`src/rtl/bmide_pkg.sv`:
```
package bmide_pkg;

    localparam int REG_W  = 32;
    localparam int BYTE_W = 8;

    // per-channel byte offsets
    localparam logic [2:0] OFF_CMD = 3'd0;
    localparam logic [2:0] OFF_STS = 3'd2;
    localparam logic [2:0] OFF_PTR = 3'd4;

    // command bits
    localparam int CMD_GO  = 0;
    localparam int CMD_DIR = 3;

    // status bits
    localparam int STS_ACT  = 0;
    localparam int STS_ERR  = 1;
    localparam int STS_INT  = 2;
    localparam int STS_CAP0 = 5;
    localparam int STS_CAP1 = 6;

    typedef enum logic [1:0] {
        SZ_BYTE = 2'd0,
        SZ_HALF = 2'd1,
        SZ_WORD = 2'd2,
        SZ_BAD  = 2'd3
    } xfer_size_e;

    typedef struct packed {
        logic             go;
        logic             dir;
        logic             act;
        logic             err;
        logic             intr;
        logic [1:0]       cap;
        logic [REG_W-3:0] ptr_hi;
    } chan_regs_t;

    function automatic chan_regs_t reset_image();
        chan_regs_t r;
        r     = '0;
        r.cap = 2'b11;
        return r;
    endfunction

    function automatic logic [BYTE_W-1:0] cmd_image(chan_regs_t r);
        logic [BYTE_W-1:0] b;
        b          = '0;
        b[CMD_GO]  = r.go;
        b[CMD_DIR] = r.dir;
        return b;
    endfunction

    function automatic logic [BYTE_W-1:0] sts_image(chan_regs_t r);
        logic [BYTE_W-1:0] b;
        b           = '0;
        b[STS_ACT]  = r.act;
        b[STS_ERR]  = r.err;
        b[STS_INT]  = r.intr;
        b[STS_CAP0] = r.cap[0];
        b[STS_CAP1] = r.cap[1];
        return b;
    endfunction

    function automatic logic [REG_W-1:0] ptr_image(chan_regs_t r);
        return {r.ptr_hi, 2'b00};
    endfunction

    // required size for a mapped offset
    function automatic logic size_fits(logic [2:0] off, logic [1:0] sz);
        case (off)
            OFF_CMD, OFF_STS: return sz == SZ_BYTE;
            OFF_PTR:          return sz == SZ_WORD;
            default:          return 1'b1;
        endcase
    endfunction

    function automatic logic is_mapped(logic [2:0] off);
        return (off == OFF_CMD) || (off == OFF_STS) || (off == OFF_PTR);
    endfunction

endpackage

```
`src/rtl/bmide_decode.sv`:
```
module bmide_decode
    import bmide_pkg::*;
#(
    parameter int NUM_CH = 2,
    parameter int CH_W   = 1,
    parameter int ADDR_W = 4
) (
    input  logic              bm_en,
    input  logic              wr_valid,
    input  logic [ADDR_W-1:0] wr_addr,
    input  logic [1:0]        wr_size,
    output logic [NUM_CH-1:0] cmd_we,
    output logic [NUM_CH-1:0] sts_we,
    output logic [NUM_CH-1:0] ptr_we,
    output logic              size_bad
);

    logic [CH_W-1:0] ch_idx;
    logic [2:0]      off;
    logic            live;
    logic            fits;

    assign ch_idx = wr_addr[ADDR_W-1:3];
    assign off    = wr_addr[2:0];
    assign live   = wr_valid && bm_en && (int'(ch_idx) < NUM_CH);
    assign fits   = size_fits(off, wr_size);

    assign size_bad = live && is_mapped(off) && !fits;

    for (genvar i = 0; i < NUM_CH; i++) begin : g_sel
        logic hit;
        assign hit       = live && fits && (ch_idx == CH_W'(i));
        assign cmd_we[i] = hit && (off == OFF_CMD);
        assign sts_we[i] = hit && (off == OFF_STS);
        assign ptr_we[i] = hit && (off == OFF_PTR);
    end

endmodule

```
`src/rtl/bmide_chan.sv`:
```
module bmide_chan
    import bmide_pkg::*;
(
    input  logic             clk,
    input  logic             rst,
    input  logic             cmd_we,
    input  logic             sts_we,
    input  logic             ptr_we,
    input  logic [REG_W-1:0] wr_data,
    input  logic             done,
    input  logic             fault,
    output chan_regs_t       regs,
    output logic             start_pulse,
    output logic             abort_pulse
);

    chan_regs_t nxt;
    logic       go_up;
    logic       go_dn;

    always_comb begin
        go_up = cmd_we && !regs.go && wr_data[CMD_GO] && !done;
        go_dn = cmd_we && regs.go && !wr_data[CMD_GO] && !done;
        nxt   = regs;

        if (cmd_we) begin
            nxt.go = wr_data[CMD_GO];
            if (!regs.go) nxt.dir = wr_data[CMD_DIR];
        end
        if (go_up) nxt.act = 1'b1;
        if (go_dn) nxt.act = 1'b0;

        if (sts_we) begin
            if (wr_data[STS_ERR]) nxt.err  = 1'b0;
            if (wr_data[STS_INT]) nxt.intr = 1'b0;
            nxt.cap = wr_data[STS_CAP1:STS_CAP0];
        end
        if (fault) nxt.err = 1'b1;

        if (done) begin
            nxt.go   = 1'b0;
            nxt.act  = 1'b0;
            nxt.intr = 1'b1;
        end

        if (ptr_we) nxt.ptr_hi = wr_data[REG_W-1:2];
    end

    always_ff @(posedge clk) begin
        if (rst) begin
            regs        <= reset_image();
            start_pulse <= 1'b0;
            abort_pulse <= 1'b0;
        end else begin
            regs        <= nxt;
            start_pulse <= go_up;
            abort_pulse <= go_dn;
        end
    end

    p_dir_locked_r4: assert property (@(posedge clk) disable iff (rst)
        (cmd_we && regs.go && !done) |=> (regs.dir == $past(regs.dir)));

    p_start_active_r5: assert property (@(posedge clk) disable iff (rst)
        start_pulse |-> (regs.act && regs.go));

    p_abort_idle_r6: assert property (@(posedge clk) disable iff (rst)
        abort_pulse |-> (!regs.act && !regs.go));

    p_pulse_excl_r5: assert property (@(posedge clk) disable iff (rst)
        !(start_pulse && abort_pulse));

    p_done_wins_r9: assert property (@(posedge clk) disable iff (rst)
        done |=> (!regs.go && !regs.act && regs.intr && !start_pulse && !abort_pulse));

    p_fault_sets_r11: assert property (@(posedge clk) disable iff (rst)
        fault |=> regs.err);

    p_quiet_r2: assert property (@(posedge clk) disable iff (rst)
        !(cmd_we || sts_we || ptr_we || done || fault)
        |=> ($stable(regs) && !start_pulse && !abort_pulse));

endmodule

```
`src/rtl/bmide_rdmux.sv`:
```
module bmide_rdmux
    import bmide_pkg::*;
#(
    parameter int NUM_CH = 2,
    parameter int CH_W   = 1,
    parameter int ADDR_W = 4
) (
    input  chan_regs_t [NUM_CH-1:0] regs,
    input  logic [ADDR_W-1:0]       rd_addr,
    output logic [REG_W-1:0]        rd_data
);

    logic [CH_W-1:0] ch_idx;
    logic [2:0]      off;

    assign ch_idx = rd_addr[ADDR_W-1:3];
    assign off    = rd_addr[2:0];

    always_comb begin
        rd_data = '0;
        for (int i = 0; i < NUM_CH; i++) begin
            if (ch_idx == CH_W'(i)) begin
                case (off)
                    OFF_CMD: rd_data = REG_W'(cmd_image(regs[i]));
                    OFF_STS: rd_data = REG_W'(sts_image(regs[i]));
                    OFF_PTR: rd_data = ptr_image(regs[i]);
                    default: rd_data = '0;
                endcase
            end
        end
    end

endmodule

```
`src/rtl/bmide_regs.sv`:
```
module bmide_regs
    import bmide_pkg::*;
#(
    parameter  int NUM_CH = 2,
    localparam int CH_W   = (NUM_CH > 1) ? $clog2(NUM_CH) : 1,
    localparam int ADDR_W = CH_W + 3
) (
    input  logic                    clk,
    input  logic                    rst,
    input  logic                    bm_en,
    input  logic                    wr_valid,
    input  logic [ADDR_W-1:0]       wr_addr,
    input  logic [1:0]              wr_size,
    input  logic [REG_W-1:0]        wr_data,
    input  logic [ADDR_W-1:0]       rd_addr,
    output logic [REG_W-1:0]        rd_data,
    output logic                    size_err,
    input  logic [NUM_CH-1:0]       dma_done,
    input  logic [NUM_CH-1:0]       dma_fault,
    output logic [NUM_CH-1:0]       dma_start,
    output logic [NUM_CH-1:0]       dma_abort,
    output logic [NUM_CH*REG_W-1:0] dma_ptr,
    output logic [NUM_CH-1:0]       irq
);

    logic [NUM_CH-1:0]       cmd_we;
    logic [NUM_CH-1:0]       sts_we;
    logic [NUM_CH-1:0]       ptr_we;
    logic                    size_bad;
    chan_regs_t [NUM_CH-1:0] st;

    bmide_decode #(
        .NUM_CH(NUM_CH),
        .CH_W  (CH_W),
        .ADDR_W(ADDR_W)
    ) u_decode (
        .bm_en   (bm_en),
        .wr_valid(wr_valid),
        .wr_addr (wr_addr),
        .wr_size (wr_size),
        .cmd_we  (cmd_we),
        .sts_we  (sts_we),
        .ptr_we  (ptr_we),
        .size_bad(size_bad)
    );

    for (genvar i = 0; i < NUM_CH; i++) begin : g_ch
        bmide_chan u_chan (
            .clk        (clk),
            .rst        (rst),
            .cmd_we     (cmd_we[i]),
            .sts_we     (sts_we[i]),
            .ptr_we     (ptr_we[i]),
            .wr_data    (wr_data),
            .done       (dma_done[i]),
            .fault      (dma_fault[i]),
            .regs       (st[i]),
            .start_pulse(dma_start[i]),
            .abort_pulse(dma_abort[i])
        );
        assign dma_ptr[i*REG_W +: REG_W] = ptr_image(st[i]);
        assign irq[i]                    = st[i].intr;
    end

    bmide_rdmux #(
        .NUM_CH(NUM_CH),
        .CH_W  (CH_W),
        .ADDR_W(ADDR_W)
    ) u_rdmux (
        .regs   (st),
        .rd_addr(rd_addr),
        .rd_data(rd_data)
    );

    always_ff @(posedge clk) begin
        if (rst) size_err <= 1'b0;
        else     size_err <= size_bad;
    end

    p_no_err_disabled_r2: assert property (@(posedge clk) disable iff (rst)
        !bm_en |=> !size_err);

    p_frozen_disabled_r2: assert property (@(posedge clk) disable iff (rst)
        (!bm_en && dma_done == '0 && dma_fault == '0) |=> $stable(st));

    p_bad_size_no_update_r3: assert property (@(posedge clk) disable iff (rst)
        (size_err && $past(dma_done) == '0 && $past(dma_fault) == '0) |-> $stable(st));

    p_one_target_r12: assert property (@(posedge clk) disable iff (rst)
        $onehot0({cmd_we, sts_we, ptr_we}));

endmodule

```
`config.mk`:
```
export PLATFORM = sky130hd
export DESIGN_NAME = bmide_regs
export DESIGN_NICKNAME = d
export VERILOG_FILES = /design/src/rtl/bmide_pkg.sv /design/src/rtl/bmide_decode.sv /design/src/rtl/bmide_chan.sv /design/src/rtl/bmide_rdmux.sv /design/src/rtl/bmide_regs.sv
export SDC_FILE = /design/constraint.sdc
export NUM_CORES = 1
export LEC_CHECK = 0
export BUFFER_PORTS_ARGS = -buffer_cell sky130_fd_sc_hd__buf_4
export CAP_MARGIN = 30
export CORE_MARGIN = 1.5
export CORE_UTILIZATION = 44
export DETAILED_ROUTE_END_ITERATION = 6
export PLACE_DENSITY = 0.75
export REMOVE_ABC_BUFFERS = 1
export SLEW_MARGIN = 10
export SYNTH_ARGS = -nofsm -noshare
export SYNTH_HDL_FRONTEND = slang
export SYNTH_SLANG_ARGS = --single-unit
```
`constraint.sdc`:
```
create_clock -name clk -period 1.1 [get_ports clk]
set_input_delay 0.055 -clock clk [delete_from_list [all_inputs] [get_ports clk]]
set_output_delay 0.055 -clock clk [all_outputs]
set_load 0.05 [all_outputs]
```
After elaboration in Yosys (flattened, before gate mapping) --
Cells that the tools add are included.
Storage, ports and cells: register bits after elaboration 79, input port bits 50, output and inout bits 103, word-level logic and storage cells 93
Cells by class: equal/unequal tests 5, muxes and demuxes 12, bitwise operators 3, reduce and logical (&&, ||, !) cells 54
Operators by type and width (number):
- 32-bit case mux with 3 select lines | 2
- 32-bit two-way mux | 1
- 1-bit logical AND | 24
- 2-bit nonzero test | 8
- 2-bit AND reduction | 6
- 4-bit two-way mux | 2
- 3-bit by 2-bit equality test with 1-bit output (second input constant) | 2
- 3-bit equality test (second input constant) | 2
- 1-bit zero test | 6
- 3-bit zero test | 2
- 1-bit two-way mux | 6
- 2-bit OR reduction | 3
- 3-bit OR reduction | 2
- 1-bit inverter | 3
- 2-bit equality test (second input constant) | 1
- 2-bit zero test | 1
- 1-bit logical OR | 2
- 1-bit case mux with 2 select lines | 1

Longest topological paths before layout --
depth in word-level cells 10, depth in mapped cells 5, depth with buffers taken out 3

Modules after synthesis --
Synthesis repeated with hierarchy kept, for this count alone.
Second synthesis, totals: cells, all modules 381, area total of the unflattened synthesis 3706.1 sq um
Modules (own cells, without submodules):
- bmide_chan | times used 2, cells each 129, area each 1426.4 sq um
- bmide_rdmux | times used 1, cells each 100, area each 694.4 sq um
- bmide_decode | times used 1, cells each 16, area each 91.3 sq um
- bmide_regs | times used 1, cells each 7, area each 67.6 sq um

Least setup slack after synthesis --
OpenSTA, ideal clock, no wires.
path kind input -> output, start input rd_addr[3], end output rd_data[5], arrival time 1.822 ns, data required time 1.045 ns, setup slack -0.777 ns, stages 4, path buffers 2, cell sequence buf_2 -> buf_1 -> a221oi_1 -> nor3_1
Between the ends: word-level cells in the longest chain between the ends 1
RTL lines:
- start, declared | line bmide_regs.sv:15 | input logic [ADDR_W-1:0] rd_addr,
- 32-bit two-way mux | line bmide_rdmux.sv:22 | if (ch_idx == CH_W'(i)) begin
- end, declared | line bmide_regs.sv:16 | output logic [REG_W-1:0] rd_data,
No other way between the ends.

Final worst setup path --
start register g_ch[0].u_chan.regs[35] (netlist name), end output rd_data[3]
Between the ends: word-level cells in the longest chain between the ends 2
RTL lines:
- 32-bit case mux with 3 select lines | line bmide_rdmux.sv:23 | case (off)
- 32-bit two-way mux | line bmide_rdmux.sv:22
No other way between the ends.

==> qor.yml <==
outcome:
  status: "finished with violations"
  violations: "design-rule violations, negative setup slack"
detailed_routing:
  drt_iter0_markers: 217
  num_vias: 4607
  via_per_inst: 5.55
  antenna_left: 0
  drt-wirelength-per-cell_um: 17.2
  finalWirelength_mm: 14.3
  drc: 1
  dr.pass1.iters: 7
synthesis:
  muxShareOfSynthArea_pct: 7.48
  synth_flop_cell: "dfxtp_1"
  ys_types: 43
  synth_top_family_by_area: "compound AO/OA/AOI/OAI gates"
  synthXorXnorAreaFrac_pct: 0
  async_flop_share_pct: 0
  synth.top_cell.area_share_pct: 37.5
  synth_fa_ha_area_share_pct: 0
  synth_most_common_cell: "dfxtp_1"
  avgSynthCellArea_um2: 8.10
  yosys-top-cells-area: "dfxtp_1 38%, buf_4 12%, o21ai_0 8.1%"
  syn_area_um2: 4210
  synth-edff-count: 0
  ys_warn_count: 0
  synth_compound_area_share_pct: 19.5
  ys_seq_area_share_pct: 37.5
  synth-simple-area-share_pct: 17.9
  synth_top_area_cell: "dfxtp_1"
  synth_top_cells_by_count: "79 x dfxtp_1, 70 x buf_4, 68 x o21ai_0"
  ys_ff_latch: 79
  syn_inst: 520
global_route:
  gr-total-overflow: 0
  grt_max_degree: 61
  grt_pass1_wl_mm: 22.1
  antenna_found_initial: 0
  first_global_vias: 4576
  grt_usage_pct: 27.7
setup_path:
  slowest_stage: "mux4_2"
  worstPathRequired_ps: 1040
  crit_fanout: 2
  max_stage_delay_ps: 450
  arrival_ps: 1440
  path_depth: 3
  setup.worst_path.end_class: "primary output"
  ff2ff_path_depth: 4
  worstSetupStartpointType: "register"
  path_delay_family: "multiplexers"
  cp_cell_sequence: "mux4_2, nor3b_4, buf_6"
  cp_num_buf_inv: 1
  path_class: "register to primary output"
sta:
  finalHoldViolations: 0
  setup_viol_count_final: 24
  slew_violations: 0
  min_period_ps: 1500
  clock.fmax_mhz: 667
  grt_setup_unrepaired: "yes"
  hold_slack_ps: 109
  period_share_pct: 136
  setup_slack_ps: -398
  finClkSkew_ps: 7.88
layout:
  multiInputGateArea_um2: 2000
  num-nets-final: 748
  drive_gt1_share_pct: 48.8
  seq_area_um2: 1670
  fillCellCount: 687
  area_delta_synth_final_pct: 54.2
  post-route-util_pct: 70.3
  fin_cells: 830
  antenna_cells: 0
clock_tree:
  clk_pin_slew_ps: 80
  numCtsBuffers: 9
  clkLatencyLatePin_ps: 340
  cts_tree: "yes"
  cts_buffer_depth: 2
  cts_sinks: 79
  htreeDepth: 3
  root_buffer: "clkbuf_8"
die:
  die_area_um2: 10200
  die_h_um: 101
  ios: 153
  core_area_um2: 9240
  initial_utilization_pct: 45.6
  row_count: 35
  die_w_um: 101
run:
  max_cap_viol_count: 0
place:
  portBuffers: 148
  hpwlAfterDp_mm: 8.46
  globalplace.congestion: 0.833
  place_inst: 730
power:
  total_power_mw: 5.88
  p_leak_nw: 2.74
  pwr_density_cell_nw_per_um2: 905
  peakVddDrop_v: 0.000511
worst_hold_path:
  min_path_type: "input pin to register"
  min_path_cells: 3
## cells in the final DEF, fill, tap and decap left out, types with 2 or more instances in the layout
cell             n
o31ai_1          2
clkbuf_8        10
buf_6           35
nor3b_4          2
clkinv_2         2
nor2_1          32
nand4_1          4
and3_1           3
nand3_1         64
a211o_1          2
dfxtp_1         11
conb_1           4
a31oi_1          2
inv_1            6
dlygate4sd3_1   42
dfxtp_2         68
a22o_1           3
o21ai_0         68
nor3_1           2
nor3b_1          2
a311oi_1         4
mux2i_1         27
mux4_2           2
or2_4            2
nor2b_1          2
a21oi_1         65
nand2_1          3
a221oi_2         4
buf_4          193
and4bb_2         2
nand3b_1         3
buf_12          10
## what timing repair did
| item | CTS | global route |
|---|---|---|
| buffers inserted | 40 | 4 |
| cloned | 0 | 0 |
| setup endpoints to repair | 32 | 39 |
| endpoints found under the hold margin | 68 | 0 |
| resized for setup | 105 | 14 |
| hold buffers | 42 | 0 |
| pin swaps | 23 | 23 |
## logic make-up after synthesis
kind of cell | after synthesis
AOI/OAI and AO/OA | 152
and+or+nand+nor | 137
buffers and inverters | 122
DFF | 79
muxes | 29
other | 1
## final cells by class
type	count	share of cell area, %
well taps	129	2.48
multi-input cells	322	30.8
clock buffers	10	2.12
clock inverters	4	0.732
flip-flops and latches	79	25.6
inverters	6	0.347
repair buffers	280	37.9
## stage by stage
| stage | setup slack [ps] | TNS (ps) | cell area, um^2 |
|---|---|---|---|
| 2_1_floorplan | -1050 | -55360 | 3510 |
| 3_3_place_gp | -228 | -8650 | 5260 |
| 3_5_place_dp | -262 | -12500 | 5260 |
| 4_1_cts | -398 | -1940 | 6410 |
| 5_1_grt | -449 | -3820 | 6500 |
| 6_report | -398 | -1810 | 6500 |
## worst min-delay path, delay by kind of cell
family          cells  cell delay [ps]
compound gates      1               40
simple gates        1              160
buf+inv             1              160
## routing by layer
layer	GRT usage (%)	share of wire [%]	vias to the layer above
met4	13.3	2.5	0
met3	4.37	7.4	31
met5	0	0	-
met1	32.1	38	2176
li1	-	-	2129
met2	49.5	52	271
## report_power, final
part	total (mW)	switching [mW]	internal, mW
Sequential	2.89	0.0111	2.87
Combinational	0.887	0.466	0.421
Clock	2.10	1.03	1.08
Total	5.88	1.50	4.37
## sequential cells by signal, indices dropped and copies added, names as in the netlist
signal,cells
g_ch.u_chan.abort_pulse,2
g_ch.u_chan.regs,74
g_ch.u_chan.start_pulse,2
size_err,1
## worst paths after layout
| kind | endpoint | start | slack, ps |
|---|---|---|---|
| setup / recovery | rd_data[3] | g_ch[0].u_chan.regs[35] | -400 |
| hold / removal | g_ch[0].u_chan.regs[34] | rst | 110 |
| setup reg to reg | g_ch[1].u_chan.regs[34] | g_ch[1].u_chan.regs[36] | 100 |
| hold reg to reg | g_ch[1].u_chan.regs[2] | g_ch[1].u_chan.regs[2] | 490 |
Note: power is estimated with default switching activity, not from simulation.
